### src/rtl/mesi_pkg.sv
package mesi_pkg;
  typedef enum logic [1:0] {LS_I = 2'b00, LS_S = 2'b01, LS_E = 2'b10, LS_M = 2'b11} line_st_t;
  typedef enum logic [1:0] {OP_RD = 2'b00, OP_WR = 2'b01, OP_EV = 2'b10, OP_CL = 2'b11} cpu_op_t;
  typedef enum logic [1:0] {BC_RD = 2'b00, BC_RFO = 2'b01, BC_INV = 2'b10, BC_WB = 2'b11} bus_cmd_t;
endpackage

### src/rtl/mesi_state_array.sv
module mesi_state_array
  import mesi_pkg::*;
#(
  parameter int NUM_LINES = 8,
  parameter int IDX_W     = 3
) (
  input  logic             clk,
  input  logic             rst,
  input  logic [IDX_W-1:0] rd_idx,
  output line_st_t         rd_state,
  input  logic             we,
  input  logic [IDX_W-1:0] wr_idx,
  input  line_st_t         wr_state
);
  line_st_t st_q [NUM_LINES];

  assign rd_state = st_q[rd_idx];

  always_ff @(posedge clk) begin
    if (rst) begin
      for (int i = 0; i < NUM_LINES; i++) st_q[i] <= LS_I;
    end else if (we) begin
      st_q[wr_idx] <= wr_state;
    end
  end
endmodule

### src/rtl/mesi_cpu_decide.sv
module mesi_cpu_decide
  import mesi_pkg::*;
(
  input  cpu_op_t  op,
  input  line_st_t cur,
  output logic     hit,
  output bus_cmd_t cmd,
  output line_st_t next_st,
  output line_st_t after_st,
  output logic     fill
);
  always_comb begin
    hit      = 1'b1;
    cmd      = BC_RD;
    next_st  = cur;
    after_st = cur;
    fill     = 1'b0;
    case (op)
      OP_RD: if (cur == LS_I) begin
        hit  = 1'b0;
        cmd  = BC_RD;
        fill = 1'b1;
      end
      OP_WR: begin
        next_st  = LS_M;
        after_st = LS_M;
        if (cur == LS_S) begin
          hit = 1'b0;
          cmd = BC_INV;
        end else if (cur == LS_I) begin
          hit = 1'b0;
          cmd = BC_RFO;
        end
      end
      OP_EV: if (cur == LS_M) begin
        hit      = 1'b0;
        cmd      = BC_WB;
        after_st = LS_I;
      end else begin
        next_st = LS_I;
      end
      default: if (cur == LS_M) begin
        hit      = 1'b0;
        cmd      = BC_WB;
        after_st = LS_E;
      end
    endcase
  end

  // a write that hits must leave the line Modified
  always_comb begin
    if (op == OP_WR && hit) a_wr_hit_m_r4: assert (next_st == LS_M);
  end
endmodule

### src/rtl/mesi_line_ctrl.sv
module mesi_line_ctrl
  import mesi_pkg::*;
#(
  parameter int NUM_LINES = 8,
  localparam int IDX_W = (NUM_LINES > 1) ? $clog2(NUM_LINES) : 1
) (
  input  logic             clk,
  input  logic             rst,
  input  logic             cpu_req_valid,
  input  logic [1:0]       cpu_req_op,
  input  logic [IDX_W-1:0] cpu_req_idx,
  output logic             cpu_resp_valid,
  output logic             cpu_resp_hit,
  output logic [1:0]       cpu_resp_state,
  output logic             bus_req_valid,
  output logic [1:0]       bus_req_cmd,
  output logic [IDX_W-1:0] bus_req_idx,
  input  logic             bus_done,
  input  logic             bus_shared,
  input  logic             snoop_valid,
  input  logic [1:0]       snoop_cmd,
  input  logic [IDX_W-1:0] snoop_idx,
  output logic             snoop_shared,
  output logic             snoop_retry
);
  typedef enum logic [1:0] {F_IDLE, F_OWN, F_SWB} fsm_t;

  fsm_t             fsm_q;
  logic [IDX_W-1:0] pend_idx_q;
  line_st_t         pend_after_q;
  logic             pend_fill_q;

  line_st_t         cur_st;
  logic             arr_we;
  logic [IDX_W-1:0] arr_widx;
  line_st_t         arr_wst;

  logic     dec_hit, dec_fill;
  bus_cmd_t dec_cmd;
  line_st_t dec_next, dec_after;

  logic idle, take_snp, take_cpu, snp_rd, snp_own;
  line_st_t done_st;

  assign idle     = (fsm_q == F_IDLE);
  assign take_snp = idle && snoop_valid;
  assign take_cpu = idle && !snoop_valid && cpu_req_valid;
  assign snp_rd   = (snoop_cmd == BC_RD);
  assign snp_own  = (snoop_cmd == BC_RFO) || (snoop_cmd == BC_INV);
  assign done_st  = (fsm_q == F_SWB) ? LS_S :
                    pend_fill_q ? (bus_shared ? LS_S : LS_E) : pend_after_q;

  mesi_state_array #(.NUM_LINES(NUM_LINES), .IDX_W(IDX_W)) u_arr (
    .clk      (clk),
    .rst      (rst),
    .rd_idx   (snoop_valid ? snoop_idx : cpu_req_idx),
    .rd_state (cur_st),
    .we       (arr_we),
    .wr_idx   (arr_widx),
    .wr_state (arr_wst)
  );

  mesi_cpu_decide u_dec (
    .op       (cpu_op_t'(cpu_req_op)),
    .cur      (cur_st),
    .hit      (dec_hit),
    .cmd      (dec_cmd),
    .next_st  (dec_next),
    .after_st (dec_after),
    .fill     (dec_fill)
  );

  always_comb begin
    arr_we   = 1'b0;
    arr_widx = pend_idx_q;
    arr_wst  = done_st;
    if (!idle) begin
      arr_we = bus_done;
    end else if (take_snp) begin
      arr_widx = snoop_idx;
      arr_wst  = cur_st;
      if (snp_own) begin
        arr_we  = (cur_st != LS_I);
        arr_wst = LS_I;
      end else if (snp_rd && cur_st == LS_E) begin
        arr_we  = 1'b1;
        arr_wst = LS_S;
      end
    end else if (take_cpu && dec_hit) begin
      arr_we   = 1'b1;
      arr_widx = cpu_req_idx;
      arr_wst  = dec_next;
    end
  end

  always_ff @(posedge clk) begin
    if (rst) begin
      fsm_q          <= F_IDLE;
      pend_idx_q     <= '0;
      pend_after_q   <= LS_I;
      pend_fill_q    <= 1'b0;
      cpu_resp_valid <= 1'b0;
      cpu_resp_hit   <= 1'b0;
      cpu_resp_state <= 2'b00;
      bus_req_valid  <= 1'b0;
      bus_req_cmd    <= 2'b00;
      bus_req_idx    <= '0;
      snoop_shared   <= 1'b0;
      snoop_retry    <= 1'b0;
    end else begin
      cpu_resp_valid <= 1'b0;
      snoop_shared   <= 1'b0;
      case (fsm_q)
        F_IDLE: begin
          if (take_snp) begin
            snoop_shared <= snp_rd && (cur_st != LS_I);
            if (snp_rd && cur_st == LS_M) begin
              fsm_q         <= F_SWB;
              snoop_retry   <= 1'b1;
              bus_req_valid <= 1'b1;
              bus_req_cmd   <= BC_WB;
              bus_req_idx   <= snoop_idx;
              pend_idx_q    <= snoop_idx;
            end
          end else if (take_cpu) begin
            if (dec_hit) begin
              cpu_resp_valid <= 1'b1;
              cpu_resp_hit   <= 1'b1;
              cpu_resp_state <= dec_next;
            end else begin
              fsm_q         <= F_OWN;
              bus_req_valid <= 1'b1;
              bus_req_cmd   <= dec_cmd;
              bus_req_idx   <= cpu_req_idx;
              pend_idx_q    <= cpu_req_idx;
              pend_after_q  <= dec_after;
              pend_fill_q   <= dec_fill;
            end
          end
        end
        default: begin
          if (bus_done) begin
            fsm_q         <= F_IDLE;
            bus_req_valid <= 1'b0;
            snoop_retry   <= 1'b0;
            if (fsm_q == F_OWN) begin
              cpu_resp_valid <= 1'b1;
              cpu_resp_hit   <= 1'b0;
              cpu_resp_state <= done_st;
            end
          end
        end
      endcase
    end
  end

  p_req_hold_r11: assert property (@(posedge clk) disable iff (rst)
    bus_req_valid && !bus_done |=> bus_req_valid && $stable(bus_req_cmd) && $stable(bus_req_idx));
  p_req_release_r11: assert property (@(posedge clk) disable iff (rst)
    bus_req_valid && bus_done |=> !bus_req_valid);
  p_retry_wb_r10: assert property (@(posedge clk) disable iff (rst)
    snoop_retry |-> bus_req_valid && bus_req_cmd == 2'b11);
  p_m_snoop_retry_r10: assert property (@(posedge clk) disable iff (rst)
    take_snp && snp_rd && cur_st == LS_M |=> snoop_retry);
  p_resp_pulse_r2: assert property (@(posedge clk) disable iff (rst)
    cpu_resp_valid |=> !cpu_resp_valid);
  p_hit_no_bus_r2: assert property (@(posedge clk) disable iff (rst)
    take_cpu && dec_hit |=> !bus_req_valid && cpu_resp_valid);
endmodule

### config.mk
export PLATFORM = sky130hd
export DESIGN_NAME = mesi_line_ctrl
export DESIGN_NICKNAME = d
export VERILOG_FILES = /design/src/rtl/mesi_pkg.sv /design/src/rtl/mesi_state_array.sv /design/src/rtl/mesi_cpu_decide.sv /design/src/rtl/mesi_line_ctrl.sv
export SDC_FILE = /design/constraint.sdc
export NUM_CORES = 1
export LEC_CHECK = 0
export BUFFER_PORTS_ARGS = -buffer_cell sky130_fd_sc_hd__buf_2
export CAP_MARGIN = 10
export CORE_MARGIN = 2
export CORE_UTILIZATION = 30
export CTS_CLUSTER_DIAMETER = 50
export DETAILED_ROUTE_END_ITERATION = 12
export GPL_TIMING_DRIVEN = 0
export SYNTH_ARGS = -nofsm -noshare
export SYNTH_HDL_FRONTEND = slang
export SYNTH_SLANG_ARGS = --single-unit
export TNS_END_PERCENT = 5
### constraint.sdc
create_clock -name clk -period 6 [get_ports clk]
set_clock_uncertainty 0.05 [all_clocks]
set_input_delay 0.6 -clock clk [delete_from_list [all_inputs] [get_ports clk]]
set_output_delay 0.6 -clock clk [all_outputs]
set_load 0.05 [all_outputs]
## Word-level counts from Yosys, hierarchy flattened

Memory sizes are Yosys's and may differ from the RTL's.
Cells that the tools add are included.

| storage, ports and cells | value |
|---|---|
| bits in registers | 17 |
| RAM bits | 16 |
| input port bits | 16 |
| output and inout bits | 12 |
| logic and storage cells | 138 |
| memories kept | 1 |

| cells by class | value |
|---|---|
| equal/unequal tests | 19 |
| multiplexer cells | 80 |
| bitwise logic cells | 3 |
| reductions and logical operators | 24 |

Memory list:

| name | depth | bits a word | read ports | clocked after Yosys merged registers in | wr ports | line | source |
|---|---|---|---|---|---|---|---|
| u_arr.st_q | 8 | 2 | 1 | 0 | 8 | mesi_state_array.sv:15 | `line_st_t st_q [NUM_LINES];` |

Operator list:

| cell | number |
|---|---|
| $mux 2 | 30 |
| $mux 1 | 37 |
| $mux 3 | 9 |
| $reduce_and 4->1 | 3 |
| $eq 2x2->1 const B | 5 |
| $ne 2x1->1 const B | 5 |
| $eq 2x1->1 const B | 4 |
| $logic_not 2->1 | 4 |
| $pmux 2 s2 | 2 |
| $reduce_bool 2->1 | 4 |
| $logic_and 1x1->1 | 7 |
| $ne 3x2->1 const B | 2 |
| $pmux 2 s3 | 1 |
| $reduce_and 5->1 | 1 |
| $ne 2x2->1 const B | 2 |
| $ne 3x1->1 const B | 1 |
| $not 1->1 | 3 |
| $reduce_and 3->1 | 1 |
| $reduce_or 3->1 | 1 |
| $pmux 1 s2 | 1 |
| $reduce_or 2->1 | 1 |
| $logic_not 1->1 | 1 |
| $logic_or 1x1->1 | 1 |

## Depth between registers and ports, before layout

An unclocked memory read counts as a cell.

| logic depth | value |
|---|---|
| depth after elaboration | 15 |
| gate-level depth with buffers | 11 |
| gate-level depth less buffers | 8 |

## Cells and area by module

From an unflattened synthesis, not the netlist that was laid out.

| unflattened totals | value |
|---|---|
| cells, all modules | 196 |
| area total of the unflattened synthesis | 2,004.4 µm² |

Modules (own cells, without submodules):

| module | instances | cells an instance | area an instance (µm²) | seq. area each (µm²) |
|---|---|---|---|---|
| mesi_line_ctrl | 1 | 109 | 1,001.0 | 340.3 |
| mesi_state_array | 1 | 58 | 795.8 | 480.5 |
| mesi_cpu_decide | 1 | 29 | 207.7 | 0.0 |

## Worst setup path after synthesis

Ideal clock, no wire load.

| timing path | value |
|---|---|
| path kind | input-to-reg |
| start | input port snoop_valid |
| end | memory u_arr.st_q[6][0] (netlist bit) (enable) |
| setup time | 327 ps |
| data arrival time | 2,906 ps |
| data required time | 5,623 ps |
| slack | 2,717 ps |
| stages | 9 |
| cell sequence | buf_6 -> mux2_4 -> mux2i_1 -> mux2_4 -> a211oi_4 -> nand3_4 -> a311o_1 -> and2_1 -> o21ai_0 |

RTL lines:

| item | line | source |
|---|---|---|
| start, declared | mesi_line_ctrl.sv:20 | `input logic snoop_valid,` |
| end, declared | mesi_state_array.sv:15 |  |

==> results.tsv <==
metric	value	unit
Iter 0 DRT Violations	122	
layout cell share with drive strength beyond 1	0.215	
YS warnings	0	
Primary FF master, synth	dfxtp_1	
final core utilization	0.354	
startpoint types	input pin	
I/O pin cnt	28	
Post-DRT Antenna Nets	0	
WL final	6090	microns
Max-cap violations	0	
unrepaired setup endpoints after global routing	no	
synth top area cells	edfxtp_1 20%, dfxtp_1 14%, nand2_1 5.1%, nor2_1 4.4%, a21oi_1 2.9%	
most numerous cell in the Yosys netlist	nand2_1	
Area Overhead vs Synth	14.1	%
initial antenna violation count	0	
DRC Markers	0	
crit path DAT	3260	ps
crit end category	flip-flop	
CTS buffer count	5	
Clock Latency Late Sink	300	ps
die height	93.6	microns
Post-synth EDFFs	16	
DR WL/cell	15.3	microns
Synth Register Bits	33	
hold crit path type	reg2reg	
placed inst area	0.00266	sq mm
Synth cell types	65	
fin area	0.00275	sq mm
pins over their slew limit	0	
Syn Nets	284	
async set or reset register ratio after synthesis	0	
Placer Congestion	0.841	
Clk pin slew, worst setup/hold paths	80	ps
largest net degree at the start of global routing	11	
standard-cell rows	32	
GRT Util Overall	0.147	
pwr dens	221	mW/mm^2
Yosys top cell by area	edfxtp_1	
area share of the largest cell type after synthesis	0.200	
final setup fails	0	
first-pass GRT wire length	9940	microns
fmax	299	MHz
Fin. Hold Viols	0	
number of global-route vias before repair	1988	
Post-Synthesis Cells	263	
Initial Util	0.310	
Die Footprint	0.00875	sq mm
GRT Residual Overflow	0	
DR vias	2127	
setup_tns	0	ps
CTS tree	done	
Buffers on Ports	26	
total power	0.000606	W
# diodes	0	
root buf cell	clkbuf_8	
clock sinks	33	
Worst Path Max Fanout	10	
drt pass-1 iters	4	
FILL cells	816	
Layout Nets	317	
Setup Crit Path Kind	in2reg	
Vias/cell	5.33	
Max VDD drop	0.0000848	V
status	complete, no violations	
syn avg cell area	9.15	sq um
setup bufs post-CTS	0	
P_leak	1.02	nW
worst relative slew slack	0.490	
Crit path required time	5920	ps
Post-DP HPWL	4810	microns
Synth Cell Area	0.00241	sq mm
post-cts sizing count	0	
min Tclk post-route	3340	ps
Post-CTS Hold Fix Bufs	0	
Slew @ Worst Pin	746	ps
Core Region	0.00777	sq mm
period utilization	0.557	
top cells by count, synth	33 x nand2_1, 28 x nor2_1, 17 x dfxtp_1, 16 x edfxtp_1, 14 x a21oi_1	
final hold slack	411	ps
sequential cell area fraction in the yosys report	0.341	
CTS H-tree lvls	2	
CTS max path bufs	2	
die width	93.6	microns
## flip-flops by register name, summed over array words and instances, names as in the netlist
| signal | count |
|---|---|
| snoop_shared | 1 |
| cpu_resp_valid | 1 |
| cpu_resp_hit | 1 |
| fsm_q | 2 |
| pend_after_q | 2 |
| u_arr.st_q | 16 |
| snoop_retry | 1 |
| pend_fill_q | 1 |
| bus_req_cmd | 2 |
| cpu_resp_state | 2 |
| bus_req_valid | 1 |
| pend_idx_q | 3 |
## cells in the final DEF (no fill, tap or decap), types with 3 or more instances in the layout
cell type,netlist,final
a2111oi_0,3,3
a211oi_1,4,4
a21boi_0,3,3
a21oi_1,14,14
a22oi_1,3,3
a31oi_1,3,3
and2_1,5,5
buf_2,1,27
clkbuf_1,2,3
clkbuf_8,0,5
dfxtp_1,17,17
edfxtp_1,16,16
ha_1,5,5
inv_1,12,12
mux2i_1,7,7
nand2_1,33,33
nand2b_1,9,9
nor2_1,28,28
nor2b_1,8,8
nor3_1,7,7
nor4_1,3,3
o211ai_1,5,5
o21ai_0,11,11
o22ai_1,8,8
## metal layers
| metal | vias to the layer above | track usage | part of all wire |
|---|---|---|---|
| met4 | 0 | 0.0543 | 0.021 |
| met5 | - | 0 | 0 |
| met2 | 47 | 0.228 | 0.44 |
| li1 | 1056 | - | - |
| met1 | 1013 | 0.206 | 0.49 |
| met3 | 11 | 0.0234 | 0.048 |
## cell families after synthesis
group,after synthesis,synth area share
muxes,12,0.0603
and+or+nand+nor,113,0.256
adders and majority gates,5,0.0260
AOI/OAI and AO/OA,80,0.280
buffers and inverters,20,0.0364
DFF,33,0.341
## power by group
group	total (W)	internal (W)	leakage, nW	switching, W
Sequential	0.000253	0.000248	0.304	0.00000578
Clock	0.000168	0.0000804	0.0450	0.0000875
Combinational	0.000185	0.0000614	0.675	0.000123
Total	0.000606	0.000389	1.02	0.000217
## worst max-delay path, stage by stage
cell and delay, ps:
buf_2 150, mux2_4 330, mux2i_1 140, mux2_4 300
a211oi_4 630, nor2_4 110, a2111oi_4 480, nor2_1 190
o21ai_0 310
## stage by stage
step | instances | worst slack [ps]
global placement | 391 | 2420
detailed placement | 391 | 2370
finish | 399 | 2660
floorplan | 263 | 2720
CTS | 399 | 2670
global route | 399 | 2460
## final timing paths
check	cells after the start	start	slack, ps	endpoint
setup / recovery	9	cpu_req_idx[0]	2660	u_arr.st_q[6][0]$_SDFFCE_PN0P_
hold / removal	2	snoop_retry$_SDFFE_PP0P_	410	snoop_retry$_SDFFE_PP0P_
hold reg to reg	2	snoop_retry$_SDFFE_PP0P_	410	snoop_retry$_SDFFE_PP0P_
setup reg to reg	9	u_arr.st_q[2][1]$_SDFFCE_PN0P_	3000	u_arr.st_q[6][0]$_SDFFCE_PN0P_
## final cells by class
class / instances / area [sq um] / share of cell area
Sequential cell: 33 / 821 / 0.299
Clock inverter: 2 / 10.0 / 0.00364
Clock buffer: 6 / 72.6 / 0.0264
Timing Repair Buffer: 26 / 130 / 0.0474
Tap cell: 102 / 128 / 0.0465
Inverter: 13 / 48.8 / 0.0178
Multi-Input combinational cell: 210 / 1500 / 0.545
Buffer: 7 / 38.8 / 0.0141
No activity file was read; power rests on OpenSTA's default activity.
